### src/rtl/evt_status_pkg.sv
package evt_status_pkg;
  // Register offsets (status clear-on-read at offset zero)
  localparam int A_STATUS = 0;
  localparam int A_SENSE  = 1;
  localparam int A_MEAS_H = 2;
  localparam int A_MEAS_L = 3;
  localparam int A_IEN    = 4;
  localparam int A_CTRL   = 5;

  // Control register bit positions
  localparam int C_HOLD   = 0;
  localparam int C_MEASEN = 1;
  localparam int C_BITS   = 2;
endpackage

### src/rtl/esc_sticky_flags.sv
module esc_sticky_flags #(
  parameter int N_FLAG = 4
) (
  input  logic              clk_i,
  input  logic              rst_ni,
  input  logic [N_FLAG-1:0] set_i,
  input  logic              clr_i,
  input  logic [N_FLAG-1:0] ien_i,
  output logic [N_FLAG-1:0] flags_o,
  output logic              irq_o
);
  logic [N_FLAG-1:0] flags_q, flags_nxt;
  logic              irq_q, irq_nxt;

  // New flags win over the clear so no event is dropped.
  function automatic logic [N_FLAG-1:0] next_flags(
    input logic [N_FLAG-1:0] cur, input logic clr, input logic [N_FLAG-1:0] set);
    next_flags = (clr ? '0 : cur) | set;
  endfunction

  // Interrupt is sticky: only a status read can drop it.
  function automatic logic next_irq(
    input logic cur, input logic clr, input logic [N_FLAG-1:0] fl,
    input logic [N_FLAG-1:0] en);
    next_irq = (cur & ~clr) | (|(fl & en));
  endfunction

  always_comb begin
    flags_nxt = next_flags(flags_q, clr_i, set_i);
    irq_nxt   = next_irq(irq_q, clr_i, flags_nxt, ien_i);
  end

  always_ff @(posedge clk_i) begin
    if (!rst_ni) begin
      flags_q <= '0;
      irq_q   <= 1'b0;
    end else begin
      flags_q <= flags_nxt;
      irq_q   <= irq_nxt;
    end
  end

  assign flags_o = flags_q;
  assign irq_o   = irq_q;
endmodule

### src/rtl/esc_sense_track.sv
module esc_sense_track #(
  parameter int N_SENSE = 3
) (
  input  logic               clk_i,
  input  logic               rst_ni,
  input  logic [N_SENSE-1:0] sense_i,
  input  logic               det_en_i,
  output logic [N_SENSE-1:0] sense_o,
  output logic               chg_o
);
  logic [N_SENSE-1:0] sense_q, sense_nxt;

  always_comb begin
    sense_nxt = det_en_i ? sense_i : '0;
    chg_o     = (sense_nxt != sense_q);
  end

  always_ff @(posedge clk_i) begin
    if (!rst_ni) sense_q <= '0;
    else         sense_q <= sense_nxt;
  end

  assign sense_o = sense_q;
endmodule

### src/rtl/esc_meas_hold.sv
module esc_meas_hold #(
  parameter int MEAS_W = 16
) (
  input  logic              clk_i,
  input  logic              rst_ni,
  input  logic [MEAS_W-1:0] sample_i,
  input  logic              vld_i,
  input  logic              en_i,
  input  logic              hold_i,
  output logic [MEAS_W-1:0] meas_o,
  output logic              take_o
);
  logic [MEAS_W-1:0] meas_q;

  // All bytes load on one edge, so a split read never mixes samples.
  assign take_o = vld_i & en_i & ~hold_i;

  always_ff @(posedge clk_i) begin
    if (!rst_ni)     meas_q <= '0;
    else if (take_o) meas_q <= sample_i;
  end

  assign meas_o = meas_q;
endmodule

### src/rtl/evt_status_ctrl.sv
module evt_status_ctrl
  import evt_status_pkg::*;
#(
  parameter int DATA_W  = 8,
  parameter int ADDR_W  = 4,
  parameter int N_EVT   = 3,
  parameter int N_SENSE = 3
) (
  input  logic                clk_i,
  input  logic                rst_ni,
  input  logic [N_EVT-1:0]    evt_i,
  input  logic [N_SENSE-1:0]  sense_i,
  input  logic [2*DATA_W-1:0] meas_i,
  input  logic                meas_vld_i,
  input  logic                rd_en_i,
  input  logic                wr_en_i,
  input  logic [ADDR_W-1:0]   addr_i,
  input  logic [DATA_W-1:0]   wdata_i,
  output logic [DATA_W-1:0]   rdata_o,
  output logic                irq_n_o,
  output logic                irq_oe_o
);
  localparam int MEAS_W = 2 * DATA_W;
  localparam int N_FLAG = N_EVT + 1;
  localparam logic [DATA_W-1:0] IEN_MASK  = DATA_W'((1 << N_FLAG) - 1);
  localparam logic [DATA_W-1:0] CTRL_MASK = DATA_W'((1 << C_BITS) - 1);

  logic [DATA_W-1:0]  ien_q, ctrl_q, rdata_q, rd_mux;
  logic [N_FLAG-1:0]  flags_q, flag_set;
  logic [N_SENSE-1:0] sense_q;
  logic [MEAS_W-1:0]  meas_q;
  logic               sense_chg, meas_take, irq_q;
  logic               rd_status, wr_ien, wr_ctrl;
  logic               cap_q, meas_en_q;

  function automatic logic hit(input logic [ADDR_W-1:0] a, input int off);
    hit = (a == ADDR_W'(off));
  endfunction

  function automatic logic [DATA_W-1:0] meas_byte(
    input logic [MEAS_W-1:0] m, input logic upper);
    meas_byte = upper ? m[MEAS_W-1:DATA_W] : m[DATA_W-1:0];
  endfunction

  assign rd_status = rd_en_i & hit(addr_i, A_STATUS);
  assign wr_ien    = wr_en_i & hit(addr_i, A_IEN);
  assign wr_ctrl   = wr_en_i & hit(addr_i, A_CTRL);
  assign cap_q     = ctrl_q[C_HOLD];
  assign meas_en_q = ctrl_q[C_MEASEN];
  assign flag_set  = {sense_chg, evt_i};

  esc_sense_track #(.N_SENSE(N_SENSE)) u_sense (
    .clk_i    (clk_i),
    .rst_ni   (rst_ni),
    .sense_i  (sense_i),
    .det_en_i (~meas_en_q),
    .sense_o  (sense_q),
    .chg_o    (sense_chg)
  );

  esc_sticky_flags #(.N_FLAG(N_FLAG)) u_flags (
    .clk_i   (clk_i),
    .rst_ni  (rst_ni),
    .set_i   (flag_set),
    .clr_i   (rd_status),
    .ien_i   (ien_q[N_FLAG-1:0]),
    .flags_o (flags_q),
    .irq_o   (irq_q)
  );

  esc_meas_hold #(.MEAS_W(MEAS_W)) u_meas (
    .clk_i    (clk_i),
    .rst_ni   (rst_ni),
    .sample_i (meas_i),
    .vld_i    (meas_vld_i),
    .en_i     (meas_en_q),
    .hold_i   (cap_q),
    .meas_o   (meas_q),
    .take_o   (meas_take)
  );

  always_ff @(posedge clk_i) begin
    if (!rst_ni) begin
      ien_q  <= '0;
      ctrl_q <= '0;
    end else begin
      if (wr_ien)  ien_q  <= wdata_i & IEN_MASK;
      if (wr_ctrl) ctrl_q <= wdata_i & CTRL_MASK;
    end
  end

  always_comb begin
    rd_mux = '0;
    if      (hit(addr_i, A_STATUS)) rd_mux = DATA_W'(flags_q);
    else if (hit(addr_i, A_SENSE))  rd_mux = DATA_W'(sense_q);
    else if (hit(addr_i, A_MEAS_H)) rd_mux = meas_byte(meas_q, 1'b1);
    else if (hit(addr_i, A_MEAS_L)) rd_mux = meas_byte(meas_q, 1'b0);
    else if (hit(addr_i, A_IEN))    rd_mux = ien_q & IEN_MASK;
    else if (hit(addr_i, A_CTRL))   rd_mux = ctrl_q & CTRL_MASK;
  end

  always_ff @(posedge clk_i) begin
    if (!rst_ni)      rdata_q <= '0;
    else if (rd_en_i) rdata_q <= rd_mux;
  end

  assign rdata_o  = rdata_q;
  assign irq_oe_o = irq_q;
  assign irq_n_o  = ~irq_q;
endmodule

### config.mk
export PLATFORM = sky130hd
export DESIGN_NAME = evt_status_ctrl
export DESIGN_NICKNAME = d
export VERILOG_FILES = /design/src/rtl/evt_status_pkg.sv /design/src/rtl/esc_sticky_flags.sv /design/src/rtl/esc_sense_track.sv /design/src/rtl/esc_meas_hold.sv /design/src/rtl/evt_status_ctrl.sv
export SDC_FILE = /design/constraint.sdc
export NUM_CORES = 1
export LEC_CHECK = 0
export ABC_AREA = 1
export BUFFER_PORTS_ARGS = -buffer_cell sky130_fd_sc_hd__buf_2
export CORE_MARGIN = 2
export CORE_UTILIZATION = 50
export DETAILED_ROUTE_END_ITERATION = 10
export GPL_TIMING_DRIVEN = 0
export PLACE_DENSITY_LB_ADDON = 0.05
export SYNTH_ARGS = -nofsm -noshare
export SYNTH_HDL_FRONTEND = slang
export SYNTH_SLANG_ARGS = --single-unit
### constraint.sdc
create_clock -name clk_i -period 1.6 [get_ports clk_i]
set_clock_uncertainty 0.1 [all_clocks]
set_input_delay 0.16 -clock clk_i [delete_from_list [all_inputs] [get_ports clk_i]]
set_output_delay 0.16 -clock clk_i [all_outputs]
set_load 0.005 [all_outputs]
==> metrics.md, run 1 <==
| Metric | Value |
|---|---|
| Status | `finished, final reports clean` |
| Worst hold path class | `in -> reg` |
| Pins over their slew limit | `0` |
| Cell Int Power | `roughly 1300 uW` |
| Max-capacitance violation count | `0` |
| Synth area leaders | `dfxtp_1, nor2_1, nand2_1, o21ai_0, a21oi_1` |
| Worst path required time | `1.74 ns` |
| GPL Wtd Cong | `0.857` |
| Routed WL | `3.73 mm` |
| DR vias/cell | `4.79` |
| GRT Residual Overflow | `0` |
| Core area | `3100 um^2` |
| H-Tree Depth | `2` |
| Setup crit end kind | `register` |
| Clock buffer depth | `2` |
| Diodes inserted | `0` |
| Final net count | `340` |
| Yosys top cell area share | `0.462` |
| Startpoint Class | `input port` |
| Number of setup violations in the final report | `0` |
| Unrepaired setup endpoints after global routing | `false` |
| Clk network pwr share | `0.298` |
| Drt drc | `0` |
| First-pass GRT wire length | `6.07 mm` |
| Worst-Margin Slew | `0.444 ns` |
| Clk pin slew, worst setup/hold paths | `around 0.11 ns` |
| Power Density | `773 nW/um^2` |
| Layout cells sized above 1 | `0.209` |
| Synth area leader | `dfxtp_1` |
| Synth Instances | `226` |
| Number of global-route vias before repair | `1367` |
| Synthesis warning total | `0` |
| Die Height | `61.4 um` |
| Clock insertion delay at the later pin of the skew report | `around 0.34 ns` |
| Peak VDD IR | `~0.65 mV` |
| Fmax | `706 MHz` |
| Min cycle time layout | `1.42 ns` |
| Syn avg cell area | `between 7 and 8 um^2` |
| PortBufs | `43` |
| Routed wire per std cell | `roughly 11 um` |
| Post-Syn Area | `1650 um^2` |
| Initial antenna violation count | `0` |
| CP max FO | `1` |
| Std cell rows | `20` |
| Net Sw Power | `around 430 uW` |
| GRT Resource Usage Total | `0.225` |
| Post-DRT Antenna Nets | `0` |
| Sequential area share after synthesis | `0.462` |
| Lkg Pwr | `0.000991 uW` |
| Largest net degree at the start of global routing | `12` |
| Setup TNS | `0 ns` |
| Syn Nets | `roughly 270` |
| Sw Ratio | `0.248` |
| Dpl hpwl | `2.67 mm` |
| TritonCTS clock tree | `done` |
| Drt pass-1 iters | `4` |
| Initial DRC Count | `50` |
| Die width | `61.4 um` |
| Synth-to-Final Area Change | `35.5%` |
| Comb power frac | `0.131` |
| CP Data Arrival Time | `1.56 ns` |
| CTS Buf Count | `5` |
| Die area | `between 3000 and 4000 um^2` |
| Fillers | `289` |
| FF+latch count, synth | `38` |
| Initial Utilization | `0.531` |
| Clk root buf | `clkbuf_4` |
| Final Util | `0.720` |
| Routed via count | `1659` |
| CTS sink count | `38` |
| Count of cell types in the netlist | `24` |
| I/O pin count | `49` |
| CP Class | `in -> reg` |
| Slew margin rel. | `0.704` |
| Final hold violations | `0` |
| Final period util | `0.885` |
| Sequential share of power | `0.571` |
## synth_stat cells
cell type  instances
a21o_1             1
a21oi_1           16
a21oi_2            1
a22o_1             4
a22oi_1            2
buf_1              1
buf_2              2
clkbuf_1           3
dfxtp_1           38
inv_1             21
nand2_1           41
nand2_2            2
nand3_1           12
nand3_4            1
nand4_1            3
nor2_1            43
nor2_2             1
nor2_4             4
nor3_1             1
o211ai_1           1
o21ai_0           23
o21ai_1            2
or2_2              1
xor2_1             2
## path summary, 6_finish.rpt
| kind | end | depth (start not counted) | slack (ns) | startpoint |
|---|---|---|---|---|
| max | ien_q[3] | 5 | 0.18 | wdata_i[3] |
| min | ctrl_q[1] | 3 | 0.01 | wdata_i[1] |
| min reg2reg | rdata_o[5] | 2 | 0.37 | rdata_o[5] |
| max reg2reg | u_meas.meas_o[8] | 5 | 0.22 | ctrl_q[1] |
## per-layer routing
metal / wire, um / vias up / track usage
li1: - / 889 / -
met1: 1800 / 724 / 0.298
met2: 1700 / 41 / 0.356
met3: 180 / 5 / 0.0651
met4: 42 / 0 / 0.0729
met5: 0 / - / 0
## kinds of logic (layout without fill, tap and decap cells)
| family | after synthesis | count (layout) | share of synthesized area |
|---|---|---|---|
| compound gates | 50 | 50 | 0.169 |
| xor+xnor | 2 | 2 | 0.0106 |
| buf+inv | 27 | 103 | 0.0630 |
| flops | 38 | 38 | 0.462 |
| simple gates | 109 | 109 | 0.295 |
## layout make-up
type / instances / area [um^2] / share of cell area
Multi-Input combinational cell: 161 / 788 / 0.353
Sequential cell: 38 / 761 / 0.341
Timing Repair Buffer: 68 / 465 / 0.208
Inverter: 21 / 78.8 / 0.0353
Clock buffer: 7 / 55.1 / 0.0246
Tap cell: 44 / 55.1 / 0.0246
Buffer: 6 / 25.0 / 0.0112
Clock inverter: 1 / 5.00 / 0.00224
## worst max-delay path, cell delays in order
cell and delay [ns]:
dlygate4sd3_1 0.54, buf_2 0.12, o21ai_0 0.14, dlygate4sd3_1 0.56
a21oi_1 0.04
## flip-flops by register name, indices dropped and copies added, names as in the netlist
register         cells
rdata_o              8
u_sense.sense_o      3
ctrl_q               2
u_flags.irq_o        1
u_meas.meas_o       16
ien_q                4
u_flags.flags_o      4
## timing repair
item,CTS,global route
setup buffers,0,0
endpoints found under the setup margin,0,1
hold buffers,25,0
endpoints found under the hold margin,24,0
resized for setup,0,1
## placed cells by master, fill, tap and decap left out, types with 3 or more instances in the layout
cell | netlist | layout
buf_2 | 2 | 45
nor2_1 | 43 | 43
nand2_1 | 41 | 41
dfxtp_1 | 38 | 38
dlygate4sd3_1 | 0 | 25
o21ai_0 | 23 | 23
inv_1 | 21 | 21
a21oi_1 | 16 | 16
nand3_1 | 12 | 11
clkbuf_4 | 0 | 5
nor2_4 | 4 | 4
clkbuf_1 | 3 | 4
a22o_1 | 4 | 4
nand4_1 | 3 | 3
## power by group through the flow
stage | logic [uW] | clock network (uW) | registers [uW]
floorplan | 104 | 0 | 1000
global placement | 176 | 0 | 1010
detailed placement | 178 | 0 | 1010
CTS | 224 | 530 | 986
global route | 256 | 586 | 990
finish | 226 | 515 | 986
## metrics by stage
stage / worst slack, ns / instance area [um^2] / power (uW) / hold slack [ns] / cells
floorplan: 0.429 / 1650 / 1110 / 0.176 / 226
global placement: 0.236 / 1920 / 1180 / 0.277 / 313
detailed placement: 0.236 / 1920 / 1190 / 0.282 / 313
CTS: 0.181 / 2230 / 1740 / 0.00344 / 346
global route: 0.0554 / 2230 / 1830 / 0.00245 / 346
finish: 0.184 / 2230 / 1730 / 0.0110 / 346
Power figures use the tool's default switching activity.
==> run 2: changes to the inputs <==
Settings changed: ABC_AREA 1 to unset, CORE_UTILIZATION 50 to 53, CTS_BUF_LIST set to sky130_fd_sc_hd__clkbuf_4.
==> run 2 against run 1 <==
The run now ends with negative hold slack left. Critical path type unchanged. First-iteration DRC count increased to 2.6 times the previous value. Critical path depth increased by 1. Hold slack got worse by 0.012 ns. Critical endpoint is now u_flags.irq_o.
==> metrics.md, run 2 <==
| Metric | Value |
|---|---|
| Drt drc | `0 (unchanged)` |
| Synth area leader | `dfxtp_1` |
| Largest register FFs | `16 (unchanged)` |
| CTS Buf Count | `5 (unchanged)` |
| Most frequent cells in the layout | `buf_2, dfxtp_1, nand2_1` |
| Clk pin slew, worst setup/hold paths | `0.10 ns (about the same)` |
| Routed via count | `1672 (+0.78%)` |
| Setup repair bufs after CTS | `0 (unchanged)` |
| Routed wire per std cell | `13.2 um (+22%)` |
| Post-Syn Area | `1740 um^2 (+5.5%)` |
| Most common cell after layout, fill and taps aside | `buf_2` |
| Storage cell area | `761 um^2 (unchanged)` |
| Worst path max stage delay | `0.53 ns (-0.03 ns)` |
| Clock insertion delay at the later pin of the skew report | `0.35 ns (about the same)` |
| Post-DRT Antenna Nets | `0 (unchanged)` |
| Compound-Gate Fraction of Synth Area | `0.175 (+0.00550)` |
| Slew margin rel. | `0.576 (-0.128)` |
| Post-synth EDFFs | `0 (unchanged)` |
| CP max FO | `4 (+3)` |
| CTS sink count | `38 (unchanged)` |
| Most instantiated cells after synthesis | `dfxtp_1, nand2_1, a21oi_1, nor2_1, mux2i_1` |
| Post-Synth Adder-Cell Area | `0 (unchanged)` |
| Std cell rows | `20 (unchanged)` |
| Slowest cell on crit path | `dlygate4sd3_1` |
| FF+latch count, synth | `38 (unchanged)` |
| I/O pin count | `49 (unchanged)` |
| CP Data Arrival Time | `1.61 ns (+0.05 ns)` |
| Final net count | `321 (-5.6%)` |
| Number of setup violations in the final report | `0 (unchanged)` |
| DR vias/cell | `5.13 (+7.0%)` |
| Peak VDD IR | `0.704 mV (+8.1%)` |
| Synth area leaders | `dfxtp_1, nand2_1, a21oi_1, mux2i_1, nor2_1` |
| Syn Nets | `246 (-7.2%)` |
| CP Class | `in -> reg` |
| Fillers | `241 (-17%)` |
| Count of cell types in the netlist | `38 (+58%)` |
| Synthesis warning total | `0 (unchanged)` |
| Die area | `3760 um^2 (-0.39%)` |
| Violated checks | `negative hold slack` |
| Worst-Margin Slew | `0.631 ns (+0.187 ns)` |
| PortBufs | `43 (unchanged)` |
| Pins over their slew limit | `0 (unchanged)` |
| Simple-gate share of the synthesized area | `0.229 (-0.0666)` |
| First-pass GRT wire length | `6.80 mm (+12%)` |
| Layout cells sized above 1 | `0.245 (+0.0361)` |
| TritonCTS clock tree | `done` |
| Initial antenna violation count | `0 (unchanged)` |
| Final period util | `0.924 (+0.0388)` |
| Min Hold Slack | `-0.00122 ns (-0.0122 ns)` |
| Initial DRC Count | `132 (+160%)` |
| Multi-input logic area | `923 um^2 (+17%)` |
| Startpoint Class | `input port` |
| Setup crit end kind | `register` |
| Clock buffer depth | `2 (unchanged)` |
| Synth-to-Final Area Change | `35.7%` |
| Max-capacitance violation count | `0 (unchanged)` |
| Final hold violations | `1 (+1)` |
| Fmax | `676 MHz (-4.2%)` |
| GPL Wtd Cong | `0.828 (-3.4%)` |
| XOR/XNOR Fraction of Synth Area | `0.0101 (-0.000558)` |
| Synth Instances | `207 (-8.4%)` |
| Most frequent cell after synthesis | `dfxtp_1` |
| Main combinational cell family by area after synthesis | `simple AND/OR/NAND/NOR gates` |
| Largest net degree at the start of global routing | `12 (unchanged)` |
| Drt pass-1 iters | `4 (unchanged)` |
| Unrepaired setup endpoints after global routing | `false` |
| Min cycle time layout | `1.48 ns (+0.0622 ns)` |
| Main flop type after synthesis | `dfxtp_1` |
| Die width | `61.3 um (-0.20%)` |
| Worst path required time | `1.73 ns (about the same)` |
| Async S/R FF share, synth | `0 (unchanged)` |
| Routed WL | `4.29 mm (+15%)` |
| Diodes inserted | `0 (unchanged)` |
| Dpl hpwl | `2.88 mm (+7.7%)` |
| Number of global-route vias before repair | `1608 (+18%)` |
| GRT Residual Overflow | `0 (unchanged)` |
| Worst hold path class | `in -> reg` |
| Die Height | `61.3 um (-0.20%)` |
| Status | `finished with violations` |
| H-Tree Depth | `2 (unchanged)` |
| Cell Chain, Critical Path | `dlygate4sd3_1, buf_2, nor4b_4, a32oi_2, a221oi_2, o21ai_1` |
| Final worst slack | `0.122 ns (-0.0622 ns)` |
| Initial Utilization | `0.565 (+0.0340)` |
| Clk root buf | `clkbuf_4` |
| Yosys top cell area share | `0.437 (-0.0242)` |
| Core area | `3080 um^2 (-0.81%)` |
| Worst slack at placement | `-0.130 ns (-0.366 ns)` |
| Lkg Pwr | `0.000934 uW (-5.8%)` |
| Syn avg cell area | `8.40 um^2 (+15%)` |
| GRT Resource Usage Total | `0.251 (+0.0264)` |
| Sequential area share after synthesis | `0.437 (-0.0242)` |
| Post-synthesis mux area share | `0.0950 (+0.0950)` |
| Power Density | `714 nW/um^2 (-7.6%)` |
==> run 2: logic make-up (layout without fill, tap and decap cells) <==
logic type      Yosys count  count (layout)
flops                    38              38
mux                      16              16
xor+xnor                  2               2
buf+inv                  22              97
compound gates           49              49
simple gates             80              80
==> run 2: path summary, 6_finish.rpt <==
kind                     start           endpoint  slack, ns  depth (start not counted)
min reg2reg  u_meas.meas_o[11]  u_meas.meas_o[11]       0.36                          2
min                     rst_ni      u_flags.irq_o     -0.001                          3
max                 sense_i[1]      u_flags.irq_o       0.12                          6
max reg2reg          ctrl_q[1]   u_meas.meas_o[6]       0.13                          6
==> run 2: final cells by class <==
type                            instances  share of cell area
Multi-Input combinational cell        147               0.391
Clock buffer                            5              0.0159
Clock inverter                          2             0.00424
Sequential cell                        38               0.322
Inverter                                9              0.0143
Buffer                                 12              0.0270
Tap cell                               44              0.0233
Timing Repair Buffer                   69               0.201
==> run 2: through the flow <==
stage | std cells | total power, uW | instance area [um^2] | TNS (ns) | utilization
final | 326 | 1690 | 2360 | 0 | 0.767
after global routing | 326 | 1750 | 2360 | 0 | 0.767
after floorplan | 207 | 1100 | 1740 | 0 | -
after CTS | 326 | 1680 | 2320 | 0 | 0.754
after detailed placement | 294 | 1180 | 2010 | -0.936 | 0.653
after global placement | 294 | 1180 | 2010 | -1.01 | 0.653
==> run 2: critical path, delay by kind of cell <==
family | cells | cell delay (ns)
buffers and inverters | 2 | 0.69
and+or+nand+nor | 1 | 0.28
AOI/OAI and AO/OA | 3 | 0.48
==> run 2: timing repair <==
item,in CTS,in global routing
hold buffers,26,0
endpoints found under the setup margin,10,12
endpoints found under the hold margin,28,0
gates resized for setup,3,9
pin swaps,0,2
==> run 2: layer usage <==
| layer | part of all wire | track usage |
|---|---|---|
| met1 | 0.42 | 0.295 |
| met2 | 0.52 | 0.450 |
| met3 | 0.046 | 0.0504 |
| met4 | 0.015 | 0.0932 |
| met5 | 0 | 0 |
==> run 2: report_power, final <==
part / switching (uW) / internal [uW] / leakage (uW) / total (uW)
Sequential: 14.8 / 965 / 0.000309 / 980
Combinational: 114 / 127 / 0.000595 / 241
Clock: 307 / 158 / 0.0000308 / 465
==> run 3: changes to the inputs <==
Settings changed: GPL_TIMING_DRIVEN 0 to unset.
==> run 3 against run 2 <==
The flow now finishes without violations. Total power up 9.5%. Worst setup slack improved by 0.050 ns. Non-clock buffer count decreased by 4. Sequential cell count unchanged. Design area decreased by 0.48%. Global-route usage is essentially flat. Hold slack improved by 0.0072 ns. Die area stayed put. First-iteration DRC count fell by 14%. Largest power group unchanged.
==> metrics.md, run 3 (synthesized netlist as in run 2, its figures left out) <==
| Metric | Value |
|---|---|
| Largest net degree at the start of global routing | `22 (+10)` |
| Clk root buf | `clkbuf_4` |
| H-Tree Depth | `2 (unchanged)` |
| GRT Residual Overflow | `0 (unchanged)` |
| Clock insertion delay at the later pin of the skew report | `0.35 ns (about the same)` |
| Worst hold path class | `in -> reg` |
| Largest register FFs | `16 (unchanged)` |
| Drt drc | `0 (unchanged)` |
| Final period util | `0.893 (-0.0313)` |
| Worst path max stage delay | `0.51 ns (-0.02 ns)` |
| Slew margin rel. | `0.749 (+0.173)` |
| Setup crit end kind | `register` |
| First-pass GRT wire length | `6.87 mm (+1.0%)` |
| Fillers | `242 (+0.41%)` |
| CTS Buf Count | `5 (unchanged)` |
| Pins over their slew limit | `0 (unchanged)` |
| CTS sink count | `38 (unchanged)` |
| Multi-input logic area | `897 um^2 (-2.8%)` |
| Cell Chain, Critical Path | `nand2_1, or2_2, nand2_1, a21oi_1` |
| Synth-to-Final Area Change | `35.0%` |
| Worst path required time | `1.74 ns (about the same)` |
| I/O pin count | `49 (unchanged)` |
| Clk pin slew, worst setup/hold paths | `0.11 ns (about the same)` |
| Status | `finished, final reports clean` |
| Die Height | `61.3 um (unchanged)` |
| Die width | `61.3 um (unchanged)` |
| Routed wire per std cell | `13.4 um (+1.5%)` |
| Min cycle time layout | `1.43 ns (-0.0500 ns)` |
| Power Density | `786 nW/um^2 (+10%)` |
| Dpl hpwl | `3.01 mm (+4.7%)` |
| Final net count | `317 (-1.2%)` |
| Routed WL | `4.30 mm (+0.28%)` |
| Die area | `3760 um^2 (unchanged)` |
| Most frequent cells in the layout | `buf_2, dfxtp_1, nand2_1` |
| TritonCTS clock tree | `done` |
| Routed via count | `1680 (+0.48%)` |
| Worst-Margin Slew | `0.374 ns (-0.257 ns)` |
| Most frequent CP cell | `nand2_1` |
| PortBufs | `44 (+2.3%)` |
| Lkg Pwr | `0.000940 uW (+0.59%)` |
| GRT Resource Usage Total | `0.252 (about the same)` |
| Storage cell area | `761 um^2 (unchanged)` |
| Number of setup violations in the final report | `0 (unchanged)` |
| DR vias/cell | `5.22 (+1.7%)` |
| GPL Wtd Cong | `0.923 (+11%)` |
| Post-DRT Antenna Nets | `0 (unchanged)` |
| CP Data Arrival Time | `1.56 ns (-0.05 ns)` |
| Final hold violations | `0 (-1)` |
| Clock buffer depth | `2 (unchanged)` |
| CP Class | `reg -> reg` |
| Std cell rows | `20 (unchanged)` |
| Initial Utilization | `0.565 (unchanged)` |
| Drt pass-1 iters | `4 (unchanged)` |
| Fmax | `700 MHz (+3.5%)` |
| Slowest cell on crit path | `dfxtp_1` |
| CP max FO | `16 (+12)` |
| Initial DRC Count | `114 (-14%)` |
| Setup repair bufs after CTS | `0 (unchanged)` |
| Max-capacitance violation count | `0 (unchanged)` |
| Layout cells sized above 1 | `0.248 (+0.00352)` |
| Startpoint Class | `register` |
| Final Util | `0.763 (-0.00366)` |
| Setup TNS | `0 ns (unchanged)` |
| Diodes inserted | `0 (unchanged)` |
| Most common cell after layout, fill and taps aside | `buf_2` |
| Unrepaired setup endpoints after global routing | `false` |
| Core area | `3080 um^2 (unchanged)` |
| Initial antenna violation count | `0 (unchanged)` |
| Number of global-route vias before repair | `1569 (-2.4%)` |
| Peak VDD IR | `0.584 mV (-17%)` |
-- run 3: cell count changes in the layout (fill, tap and decap cells not counted), moves of 2 or more --
cell / delta
clkbuf_1: -6
clkinv_2: -2
buf_4: +8
clkbuf_4: -2
-- run 3: report_power, final --
part           switching [uW]  total (uW)  internal (uW)  leakage [uW]
clock network             314         630            316     0.0000387
logic                     110         236            126      0.000592
registers                14.6         980            965      0.000309
total                     439        1850           1410      0.000940
-- run 3: final cells by class --
type | count | area share
multi-input cells | 147 | 0.382
flip-flops and latches | 38 | 0.324
repair buffers | 77 | 0.226
well taps | 44 | 0.0234
clock buffers | 5 | 0.0160
clock inverters | 2 | 0.0144
inverters | 9 | 0.0144
-- run 3: final timing paths --
| kind | slack [ns] | from | cells after the start | end |
|---|---|---|---|---|
| setup / recovery | 0.17 | ctrl_q[1] | 4 | u_meas.meas_o[6] |
| hold / removal | 0.006 | rst_ni | 3 | u_flags.irq_o |
| setup reg to reg | 0.17 | ctrl_q[1] | 4 | u_meas.meas_o[6] |
| hold reg to reg | 0.36 | u_meas.meas_o[3] | 2 | u_meas.meas_o[3] |
-- run 3: metrics by stage --
stage | total power (uW) | setup slack (ns) | hold slack [ns] | std cells | area, um^2
floorplan | 1100 | 0.113 | 0.177 | 207 | 1740
global route | 1910 | 0.0435 | 0.0360 | 322 | 2350
CTS | 1840 | 0.0891 | 0.00132 | 320 | 2320
detailed placement | 1180 | 0.0126 | 0.308 | 290 | 2010
global placement | 1180 | 0.0632 | 0.300 | 290 | 2010
finish | 1850 | 0.172 | 0.00602 | 322 | 2350
-- run 3: critical path, delay by kind of cell, from the launching register on --
family | cells | cell delay (ns)
AND/OR/NAND/NOR | 3 | 0.63
AO/OA/AOI/OAI | 1 | 0.08
flip-flops | 1 | 0.51
-- run 3: per-layer routing --
metal,vias to the layer above,GRT usage,part of all wire
li1,856,-,-
met1,765,0.284,0.42
met2,47,0.445,0.51
met3,12,0.0693,0.049
met4,0,0.102,0.021
met5,-,0,0
-- run 3: timing repair --
action                                  4_1_cts  5_1_grt
endpoints found under the hold margin        25        2
hold buffers                                 23        2
resized for setup                             0        2
endpoints found under the setup margin        0        2
